[config.mk]
export PLATFORM = sky130hd
export DESIGN_NAME = cla_adder
export DESIGN_NICKNAME = d
export VERILOG_FILES = /design/src/rtl/cla_pkg.sv /design/src/rtl/cla_pg_stage.sv /design/src/rtl/cla_group4.sv /design/src/rtl/cla_sum_stage.sv /design/src/rtl/cla_adder.sv
export SDC_FILE = /design/constraint.sdc
export NUM_CORES = 1
export LEC_CHECK = 0
export BUFFER_PORTS_ARGS = -buffer_cell sky130_fd_sc_hd__buf_2
export CORE_MARGIN = 2
export CORE_UTILIZATION = 51
export DETAILED_ROUTE_END_ITERATION = 10
export GPL_ROUTABILITY_DRIVEN = 0
export MAX_ROUTING_LAYER = met4
export PLACE_DENSITY = 0.92
export SYNTH_ARGS = -nofsm -noshare
export SYNTH_HDL_FRONTEND = slang
export SYNTH_SLANG_ARGS = --single-unit
[constraint.sdc]
create_clock -name vclk -period 5.7
set_input_delay 0 -clock vclk [all_inputs]
set_output_delay 0 -clock vclk [all_outputs]
set_load 0.05 [all_outputs]
[src/rtl/cla_pkg.sv]
`timescale 1ns/1ps
package cla_pkg;
  // bits covered by one expanded lookahead unit
  localparam int unsigned GRP_BITS = 4;

  // reduced terms of one group
  typedef struct packed {
    logic gen;
    logic prop;
  } grp_terms_t;
endpackage

[src/rtl/cla_pg_stage.sv]
`timescale 1ns/1ps
module cla_pg_stage #(
  parameter int unsigned WIDTH = 16
) (
  input  logic [WIDTH-1:0] op_a,
  input  logic [WIDTH-1:0] op_b,
  output logic [WIDTH-1:0] prop,
  output logic [WIDTH-1:0] gen
);
  for (genvar i = 0; i < WIDTH; i++) begin : g_bit
    // propagate is the inclusive OR, generate the AND
    assign prop[i] = op_a[i] | op_b[i];
    assign gen[i]  = op_a[i] & op_b[i];
  end
endmodule

[src/rtl/cla_group4.sv]
`timescale 1ns/1ps
module cla_group4
  import cla_pkg::*;
(
  input  logic       [3:0] prop,
  input  logic       [3:0] gen,
  input  logic             c_in,
  output logic       [3:0] c_bit,
  output grp_terms_t       terms
);
  // every carry expanded down to c_in; no intermediate carry is reused
  always_comb begin
    c_bit[0] = c_in;
    c_bit[1] = gen[0]
             | (prop[0] & c_in);
    c_bit[2] = gen[1]
             | (prop[1] & gen[0])
             | (prop[1] & prop[0] & c_in);
    c_bit[3] = gen[2]
             | (prop[2] & gen[1])
             | (prop[2] & prop[1] & gen[0])
             | (prop[2] & prop[1] & prop[0] & c_in);
    terms.gen  = gen[3]
               | (prop[3] & gen[2])
               | (prop[3] & prop[2] & gen[1])
               | (prop[3] & prop[2] & prop[1] & gen[0]);
    terms.prop = &prop;
  end
endmodule

[src/rtl/cla_sum_stage.sv]
`timescale 1ns/1ps
module cla_sum_stage #(
  parameter int unsigned WIDTH = 16
) (
  input  logic [WIDTH-1:0] c_bit,
  input  logic [WIDTH-1:0] prop,
  input  logic [WIDTH-1:0] gen,
  output logic [WIDTH-1:0] sum
);
  for (genvar i = 0; i < WIDTH; i++) begin : g_bit
    // with OR-propagate, a^b equals prop^gen
    assign sum[i] = c_bit[i] ^ prop[i] ^ gen[i];
  end
endmodule

[src/rtl/cla_adder.sv]
`timescale 1ns/1ps
module cla_adder
  import cla_pkg::*;
#(
  parameter int unsigned WIDTH = 16
) (
  input  logic [WIDTH-1:0] a,
  input  logic [WIDTH-1:0] b,
  input  logic             cin,
  output logic [WIDTH-1:0] sum,
  output logic             cout
);
  localparam int unsigned NGRP = WIDTH / GRP_BITS;

  logic [WIDTH-1:0] prop;
  logic [WIDTH-1:0] gen;
  logic [WIDTH-1:0] c_bit;
  logic [NGRP:0]    c_grp;
  grp_terms_t       terms [NGRP];

  cla_pg_stage #(.WIDTH(WIDTH)) u_pg (
    .op_a (a),
    .op_b (b),
    .prop (prop),
    .gen  (gen)
  );

  assign c_grp[0] = cin;

  for (genvar k = 0; k < NGRP; k++) begin : g_grp
    cla_group4 u_grp (
      .prop  (prop[k*GRP_BITS +: GRP_BITS]),
      .gen   (gen[k*GRP_BITS +: GRP_BITS]),
      .c_in  (c_grp[k]),
      .c_bit (c_bit[k*GRP_BITS +: GRP_BITS]),
      .terms (terms[k])
    );
    // group carries chain from the reduced group terms
    assign c_grp[k+1] = terms[k].gen | (terms[k].prop & c_grp[k]);
  end

  cla_sum_stage #(.WIDTH(WIDTH)) u_sum (
    .c_bit (c_bit),
    .prop  (prop),
    .gen   (gen),
    .sum   (sum)
  );

  assign cout = c_grp[NGRP];
endmodule

# Word level (Yosys, flattened, before mapping)
# Index checks and enable logic that the tools add are counted.
[op_classes]
addsub = 0
n_mul = 0
div = 0
n_lt_le_gt_ge = 0
n_eq_ne = 0
n_shift = 0
n_mux = 0
bitwise_logic = 164
reduce_logical = 4
[op_table]
columns = ["op", "n"]
rows = [
  ["1-bit AND", 76],
  ["1-bit OR", 56],
  ["1-bit XOR", 32],
  ["4-bit AND reduction", 4],
]
[totals]
regBits = 0
latch_bits = 0
ram_bits = 0
rom_bits = 0
in_bits = 33
output_inout_bits = 17
elab_cells = 168
mem_count = 0

# Logic depth before layout (Yosys ltp)
# Gate-level depths: netlist of run 1.
[depth]
ltp_word = 14
mapped_depth = 10
mapped_depth_nobuf = 10

# By module
# Synthesis of run 1 repeated with hierarchy kept, for this count alone.
[hier_totals]
cells_unflattened = 105
hier_area_um2 = 909.6
[modules_own_cells]
columns = ["module", "n_inst", "cells_per_inst", "area_each_um2", "seq_area_each_um2"]
rows = [
  ["cla_sum_stage", 1, 16, 380.4, 0.0],
  ["cla_group4", 4, 13, 67.6, 0.0],
  ["cla_pg_stage", 1, 32, 220.2, 0.0],
  ["cla_adder", 1, 5, 38.8, 0.0],
]

# Least setup slack after synthesis of run 1
# OpenSTA, ideal clock, no wires.
[synth_timing]
kind = "input port to output port"
startpoint = "in b[4]"
endpoint = "out sum[13]"
t_arrival_ns = 2.801
required_ns = 5.700
setup_slack_ns = 2.899
stages = 10
path_buffers = 0
cell_sequence = "inv_1 -> o41ai_4 -> nor2_1 -> o31a_1 -> o32a_1 -> o21a_1 -> o21a_1 -> fa_1 -> xor2_1 -> xnor2_1"
[synth_via]
elab_chain_len = 10
word_cells_on_any_way = 13
cone_classes = "bitwise: 12; reduce/logical: 1"
[synth_lines]
columns = ["item", "line", "rtl"]
rows = [
  ["from (decl)", "cla_adder.sv:8", "input logic [WIDTH-1:0] b,"],
  ["1-bit OR or 1-bit AND (tied branches)", "cla_pg_stage.sv:12, cla_pg_stage.sv:13", ""],
  ["4-bit AND reduction or 1-bit AND (tied branches)", "cla_group4.sv:27, cla_group4.sv:26", ""],
  ["1-bit AND or 1-bit OR (tied branches)", "cla_adder.sv:39, cla_group4.sv:26", ""],
  ["1-bit OR (*)", "cla_adder.sv:39", "assign c_grp[k+1] = terms[k].gen | (terms[k].prop & c_grp[k]);"],
  ["1-bit AND (*)", "cla_adder.sv:39", ""],
  ["1-bit OR (*)", "cla_adder.sv:39", ""],
  ["1-bit AND (*)", "cla_group4.sv:15", "| (prop[0] & c_in);"],
  ["1-bit OR (*)", "cla_group4.sv:15", ""],
  ["1-bit XOR (*) (2 in a row)", "cla_sum_stage.sv:12", "assign sum[i] = c_bit[i] ^ prop[i] ^ gen[i];"],
  ["to (decl)", "cla_adder.sv:10", "output logic [WIDTH-1:0] sum,"],
]
# Mark *: on every way between the ends. The rest lies on a longest branch, timed or not.

# Worst setup path in the final report of run 1
[layout_timing]
startpoint = "in a[2]"
endpoint = "out sum[13]"
[layout_via]
elab_chain_len = 14
word_cells_on_any_way = 21
cone_classes = "bitwise: 20; reduce/logical: 1"
[layout_lines]
columns = ["item", "line", "rtl"]
rows = [
  ["from (decl)", "cla_adder.sv:7", "input logic [WIDTH-1:0] a,"],
  ["1-bit AND or 1-bit OR (tied branches)", "cla_pg_stage.sv:13, cla_pg_stage.sv:12", ""],
  ["1-bit AND, on equally long branches", "cla_group4.sv:24, cla_group4.sv:25, cla_group4.sv:26", ""],
  ["1-bit OR, or another cell as far along", "cla_group4.sv:24", "| (prop[3] & gen[2])"],
  ["1-bit OR or 1-bit AND (tied branches)", "cla_group4.sv:25, cla_group4.sv:26", ""],
  ["1-bit OR", "cla_group4.sv:26", "| (prop[3] & prop[2] & prop[1] & gen[0]);"],
  ["1-bit OR (*)", "cla_adder.sv:39", ""],
  ["1-bit AND (*)", "cla_adder.sv:39", ""],
  ["1-bit OR (*)", "cla_adder.sv:39", ""],
  ["1-bit AND (*)", "cla_adder.sv:39", ""],
  ["1-bit OR (*)", "cla_adder.sv:39", ""],
  ["1-bit AND (*)", "cla_group4.sv:15", ""],
  ["1-bit OR (*)", "cla_group4.sv:15", ""],
  ["1-bit XOR (*) (2 in a row)", "cla_sum_stage.sv:12", ""],
]
# Marks and branches as above.

==> results summary, run 1 <==
The run finished with clean final reports. The area taken by flip-flops and latches is 0 um2. The residual overflow from global routing came out at 0. STA puts the critical path data arrival time at 2.67 ns. The first detailed-routing pass took 4 iterations. The static leakage is 0.0005358 uW. Hold repair after CTS inserted 0 buffers. The detailed route wirelength on metal2 is approximately 1.3 mm. The area of the die is 0.002065 mm2. In this run the top signal layer used is met4. The startpoint of the tightest hold check path is b[13]. The total standard cell area after synthesis is about 880 um2. The finished layout holds 186 standard cells, fillers aside. The portion of total power attributed to the clock network came out at 0%. The unique cell type count in the Yosys netlist came out at 39. The top fanout value on the critical path came out at 5.

The die extent in y is 45.44 um. The first global-routing pass estimated 3.815 mm of wire. For this run, design rule violations remaining after detail routing come to 0.

The initial antenna violation count came out at 0. Setup violations remaining at the end of the flow were counted as 0. Sequential cells account for 0% of the total power. The post-synthesis cell count is 123. The worst slack on hold paths is 0.3818 ns. The worst relative slew slack came out at 64.50%. The library cell used most frequently in the layout, excluding fill and tap cells, is sky130_fd_sc_hd__buf_2. The initialized floorplan defines 14 standard-cell rows. The total number of yosys warnings came out at 0. The hold violation count in the final report came to 0. The worst hold path terminates at sum[13].

The count of inserted antenna diode cells came out at 0. After detailed routing, the met3 layer carries 98 um of wire. The setup TNS came out at 0 ns. There are 0 flip-flops and latches. The synthesized area per cell is 7.121 um2.

The worst setup path is launched from an input port. In this run the worst hold path is classified as in -> out. For this block, the initial DRC count from the detailed router was 25. After layout, the minimum clock period comes to 2.673 ns. For this run, the top clock speed supported by timing is 374.2 MHz. The placed cell count is 186. Once detailed placement completed, the half-perimeter wirelength came to 2.041 mm. The critical path in this run is classified as in -> out. The data required time at the worst endpoint came out at 5.70 ns. Summed over all nets, the switching power comes to 155.3 uW. The routed length per instance came out at roughly 13 um. The post-synth net total is between 150 and 200. The maximum ir drop on the vdd rail is approximately 0.00011 V. Cell internal power was estimated by the tool at 65.33 uW. Leaving out fill and tap cells, the most frequent cells in the layout are sky130_fd_sc_hd__buf_2 (50), sky130_fd_sc_hd__xnor2_1 (16), sky130_fd_sc_hd__inv_1 (13).

The power share of the combinational group came out at 100.0%. The total area inside the core boundary comes to roughly 0.0016 mm2. Fill cells in the final layout number 134. STA classifies the critical path endpoint as a primary output. During placement, the flow inserted port buffers numbering 50. The overall power came out at 220.6 uW. The final layout contains between 200 and 250 nets.

The share of total power consumed by net switching is a little over two thirds. The detailed-route wire length on metal 1 came out at approximately 880 um. For the pin with the worst max-slew slack, the measured transition is 0.5307 ns.

Counting instances, the worst hold path has a depth of 3. The horizontal die dimension is 45.44 um. For this run, the total global-route usage over all layers was measured as 24.01%. The tool flagged a number of max-cap violations equal to 0. The final-report max-slew violation count was 0.

In this run the remaining antenna-violating nets after routing total 0. The total length of routed wires came out at ~2.3 mm. The via density per instance is 5.935. The area growth from synthesis to layout is 29.57%. The number of clock buffers in the layout came out at 0. 50 I/O pins were placed. For this configuration, the core starts out at a cell density of 56.18%. The final critical-path share of the clock period is 46.89%. The pin count of the biggest net entering global routing came out at 10.

Sequential elements use 0% of the synthesized area. The fraction of layout cells with a size suffix above 1 came out at 34.71%. The power density over the cells is between 150 and 200 mW/mm2.

The via count of the first global-routing pass is just over 1,000. Buffers added to address setup during post-CTS repair amount to 0. The number of resized instances in the post-cts repair step is 0. The total via count in the routed design came out at 1,104. Setup repair after global routing left no endpoint under its margin.
==> through the flow <==
stage | cell area, um2 | utilization (%) | setup slack [ns]
finish | 1135 | 72.79 | 3.027
global route | 1135 | 72.79 | 2.833
CTS | 1135 | 72.79 | 3.034
floorplan | 875.8 | - | 2.899
detailed placement | 1135 | 72.79 | 3.042
global placement | 1135 | 72.79 | 3.124
==> cells in the mapped netlist, drive strengths merged (2+ instances only) <==
master | instances | area (um2)
a211o | 3 | 26.28
fa | 4 | 80.08
o22ai | 4 | 31.28
nand2 | 11 | 43.80
inv | 13 | 48.80
xor2 | 7 | 61.31
o221ai | 3 | 32.53
o211ai | 2 | 15.01
maj3 | 3 | 30.03
a21oi | 6 | 30.03
o21ai | 3 | 15.01
a211oi | 2 | 20.02
nor3 | 5 | 30.03
nor2 | 10 | 37.54
o41ai | 2 | 43.80
a31oi | 6 | 37.54
or2 | 2 | 12.51
xnor2 | 16 | 140.1
o21a | 3 | 22.52
nand3 | 4 | 20.02
buf | 2 | 7.510
==> kinds of logic after synthesis <==
kind of cell,share of synthesized area [%]
AOI/OAI and AO/OA,37.00
buffers and inverters,6.857
adders and majority gates,12.57
xor gates and xnor gates,23.00
and+or+nand+nor,20.57
==> area by class of cell <==
type	instances	area (um2)	area share [%]
Inverter	13	48.80	4.300
Multi-Input combinational cell	107	815.8	71.89
Tap cell	16	20.02	1.764
Timing Repair Buffer	50	250.2	22.05
==> worst max-delay path, cell delays in order <==
cell and delay [ns]:
sky130_fd_sc_hd__buf_2 0.11, sky130_fd_sc_hd__inv_1 0.06, sky130_fd_sc_hd__a31oi_1 0.27, sky130_fd_sc_hd__nand2_2 0.15, sky130_fd_sc_hd__o31a_1 0.34, sky130_fd_sc_hd__o32a_1 0.38, sky130_fd_sc_hd__o21a_1 0.21, sky130_fd_sc_hd__o21a_1 0.20
sky130_fd_sc_hd__fa_1 0.37, sky130_fd_sc_hd__xor2_1 0.17, sky130_fd_sc_hd__xnor2_1 0.13, sky130_fd_sc_hd__buf_2 0.28
==> power by group through the flow <==
stage / logic [uW] / clock network [uW] / registers, uW
floorplan: 168 / 0 / 0
CTS: 221 / 0 / 0
detailed placement: 221 / 0 / 0
finish: 221 / 0 / 0
global placement: 217 / 0 / 0
global route: 236 / 0 / 0
==> how the worst max path moves through the flow <==
stage                         end  depth (start not counted)  startpoint
after floorplan           sum[13]                         10        b[4]
after global placement    sum[13]                         12        b[1]
after detailed placement  sum[13]                         12        a[2]
after CTS                 sum[13]                         12        a[2]
after global routing      sum[13]                         12        a[2]
final                     sum[13]                         12        a[2]
==> routing by layer <==
metal | up-vias | global-route usage [%]
li1 | 544 | -
met1 | 516 | 23.43
met2 | 42 | 51.83
met3 | 2 | 0.7937
met4 | 0 | 1.765
met5 | - | -
(Power assumes the default switching activity.)
==> inputs of run 2 (changes only) <==
--- a/config.mk
+++ b/config.mk
@@ -7,11 +7,11 @@
 export LEC_CHECK = 0
 export BUFFER_PORTS_ARGS = -buffer_cell sky130_fd_sc_hd__buf_2
 export CORE_MARGIN = 2
-export CORE_UTILIZATION = 51
+export CORE_UTILIZATION = 43
 export DETAILED_ROUTE_END_ITERATION = 10
 export GPL_ROUTABILITY_DRIVEN = 0
 export MAX_ROUTING_LAYER = met4
-export PLACE_DENSITY = 0.92
+export PLACE_DENSITY = 0.83
 export SYNTH_ARGS = -nofsm -noshare
 export SYNTH_HDL_FRONTEND = slang
 export SYNTH_SLANG_ARGS = --single-unit
==> constraint.sdc (replaced) <==
create_clock -name vclk -period 2.15
set_input_delay 0 -clock vclk [all_inputs]
set_output_delay 0 -clock vclk [all_outputs]
set_load 0.05 [all_outputs]
==> run 2 against run 1 <==
Compared with the run above:
- the flow now finishes with violations (negative setup slack)
- non-clock buffer count increased by 34
- wire length increased by 66%
- worst setup slack got worse by 3.4 ns
- global-route usage increased by 5.3 points
- critical path type unchanged
- critical endpoint unchanged
- largest cell class unchanged
- largest power group unchanged
- highest routed layer unchanged
==> results summary, run 2 (synthesized netlist as in run 1, its figures left out) <==
The run finished, with violations left. The final reports fail on negative setup slack. The portion of total power attributed to the clock network is 0% (unchanged). The switching power is 479.3 uW (+210%).

The placed instance area is 0.001403 mm2 (+24%). The placed cell count came to 227 (+22%). The worst slack on hold paths came out at 0.3697 ns (-0.01211 ns). The final-report max-slew violation count is 0 (unchanged).

The fraction of layout cells with a size suffix above 1 came out at 53.92% (+19 points). The routed length per instance is 16.76 um (+34%). The number of clock buffers in the layout is 0 (unchanged). The critical path goes through buf_2 > buf_4 > o22ai_1 > o21ai_0 > o41ai_2 > a211o_1 > o21a_1 > o21a_1 > fa_2 > xor2_4 > xnor2_4 > buf_6. The number of buffers inserted by port buffering is 50 (unchanged).

The overall routing resource usage was 29.31% (+5.3 points). The via count of the first global-routing pass is 1,280 (+25%). The total setup violations reported at the end of the flow came out at 4 (+4).

The number of hold buffers added after cts is 0 (unchanged). The count of inserted antenna diode cells was 0 (unchanged). The buffers plus inverters on the worst setup path came to 3 (unchanged). The type of the most critical hold path is in -> out. The post-route DRC violation count came out at 0 (unchanged). The number of DRC markers after the initial detailed-route iteration is 24 (-4.0%).

The final worst-path setup slack came to -0.3229 ns (-3.350 ns). The category of the most critical setup path is in -> out. The number of optimization iterations in the first detailed-route pass came out at 4 (unchanged). The via density per instance came out at 5.814 (-2.0%). The leading cell type in the layout, fill and taps excluded is sky130_fd_sc_hd__buf_2. The worst setup path is captured at a primary output.

The data required time at the worst endpoint is 2.15 ns (-3.55 ns). The starting utilization of the core area came out at 45.10% (-11 points). The top fanout value on the critical path is 3 (-2). The core area came out at 0.001942 mm2 (+25%). The worst relative slew slack came out at 63.12% (-1.4 points). The row count is 16 (+2). The area of the die is 0.002414 mm2 (+17%). The cell family contributing the most delay on the critical path is compound AO/OA/AOI/OAI gates. The top-level I/O count is 50 (unchanged).

The residual overflow from global routing came out at 0 (unchanged). Setup repair after global routing could not meet its margin everywhere. The internal power is 276.0 uW (+320%).

The number of nets in the final layout came out at 243 (+16%). The clock period minus worst slack came out at 2.473 ns. The sequential fraction of design power came to 0% (unchanged).

The final critical-path share of the clock period is 115.0%. The worst slack at placement came out at -0.3621 ns (-3.404 ns). The total length of routed wires was 3.872 mm (+66%).

The share of total power consumed by net switching is 63.45% (-6.9 points). The final-layout fill cell count is 109 (-19%). The slowest stage of the critical path is the sky130_fd_sc_hd__o22ai_1 cell.

The arrival time reported for the critical path endpoint came out at 2.47 ns (-0.20 ns). The final instance area came out at 0.001617 mm2 (+42%). The pin count of the biggest net entering global routing came out at 10 (unchanged). The count of max-cap constraint violations came out at 0 (unchanged). The overall power came out at 755.3 uW (+240%). The power density over the cells came to 467.2 mW/mm2 (+140%).

The half-perimeter wire length after placement is 2.315 mm (+13%). STA classifies the critical path startpoint as an input port. The largest stage delay on the critical path is 0.37 ns (about the same).

The total via count in the routed design is 1,343 (+22%). Leaving out fill and tap cells, the most frequent cells in the layout are sky130_fd_sc_hd__buf_2 (37), sky130_fd_sc_hd__buf_4 (35), sky130_fd_sc_hd__xnor2_1 (15). The most numerous cell type found on the critical path is sky130_fd_sc_hd__o21a_1.

From synthesis to final layout, the design area changed by 84.57%. The static leakage is 0.0007482 uW (+40%). Timing would allow up to approximately 400 MHz.

The post-detailed-route count of antenna-violating nets is 0 (unchanged). The maximum ir drop on the vdd rail is 0.0003150 V (+170%). The horizontal die dimension is 49.13 um (+8.1%). The transition time at the pin with the least slew margin came to 0.5513 ns (+0.02067 ns). The hold violation count in the final report was 0 (unchanged).

The area taken by flip-flops and latches came out at 0 um2 (unchanged). The final instance count without filler cells was 231 (+24%). The global-route wire length before repair is 5.471 mm (+43%).

The flip-flop and latch count is 0 (unchanged). The power share of the combinational group is 100.0% (about the same). The initial antenna violation count is 0 (unchanged).

The die extent in y was 49.13 um (+8.1%).
run 2: final cells by class:
class	instances	area, um2	area share (%)
Multi-Input combinational cell	107	937.1	57.97
Timing Repair Buffer	84	594.3	36.76
Inverter	13	51.30	3.173
Tap cell	27	33.78	2.090
run 2: what timing repair did:
| item | in CTS | in global routing |
|---|---|---|
| setup buffers | 1 | 3 |
| pin swaps | 2 | 1 |
| endpoints found under the setup margin | 2 | 4 |
| resized for setup | 36 | 10 |
run 2: per-stage QoR:
stage               util, %  setup TNS (ns)
detailed placement    72.23         -0.4816
global placement      72.23         -0.3639
global route          83.25          -1.110
CTS                   80.15         -0.1622
finish                83.25         -0.5891
floorplan                 -         -0.1837
run 2: final timing paths:
kind	startpoint	to	slack [ns]	depth (start not counted)
hold / removal	b[13]	sum[13]	0.37	3
setup / recovery	b[7]	sum[13]	-0.32	12
run 2: power groups by stage:
stage,registers (uW),clock network (uW),logic [uW]
floorplan,0,0,459
global placement,0,0,640
detailed placement,0,0,658
CTS,0,0,705
global route,0,0,792
finish,0,0,755
run 2: tightest hold or removal path, stage by stage:
cell and delay [ns]:
sky130_fd_sc_hd__buf_2 0.15, sky130_fd_sc_hd__xnor2_4 0.07, sky130_fd_sc_hd__buf_6 0.15
run 2: layer usage:
| metal | vias to the layer above | routed length, um | share of wire [%] | track usage (%) |
|---|---|---|---|---|
| met5 | - | 0 | 0 | - |
| met4 | 0 | 302 | 7.8 | 16.19 |
| met1 | 612 | 1346 | 35 | 27.27 |
| met3 | 30 | 215 | 5.6 | 3.067 |
| li1 | 617 | - | - | - |
| met2 | 84 | 2007 | 52 | 57.21 |
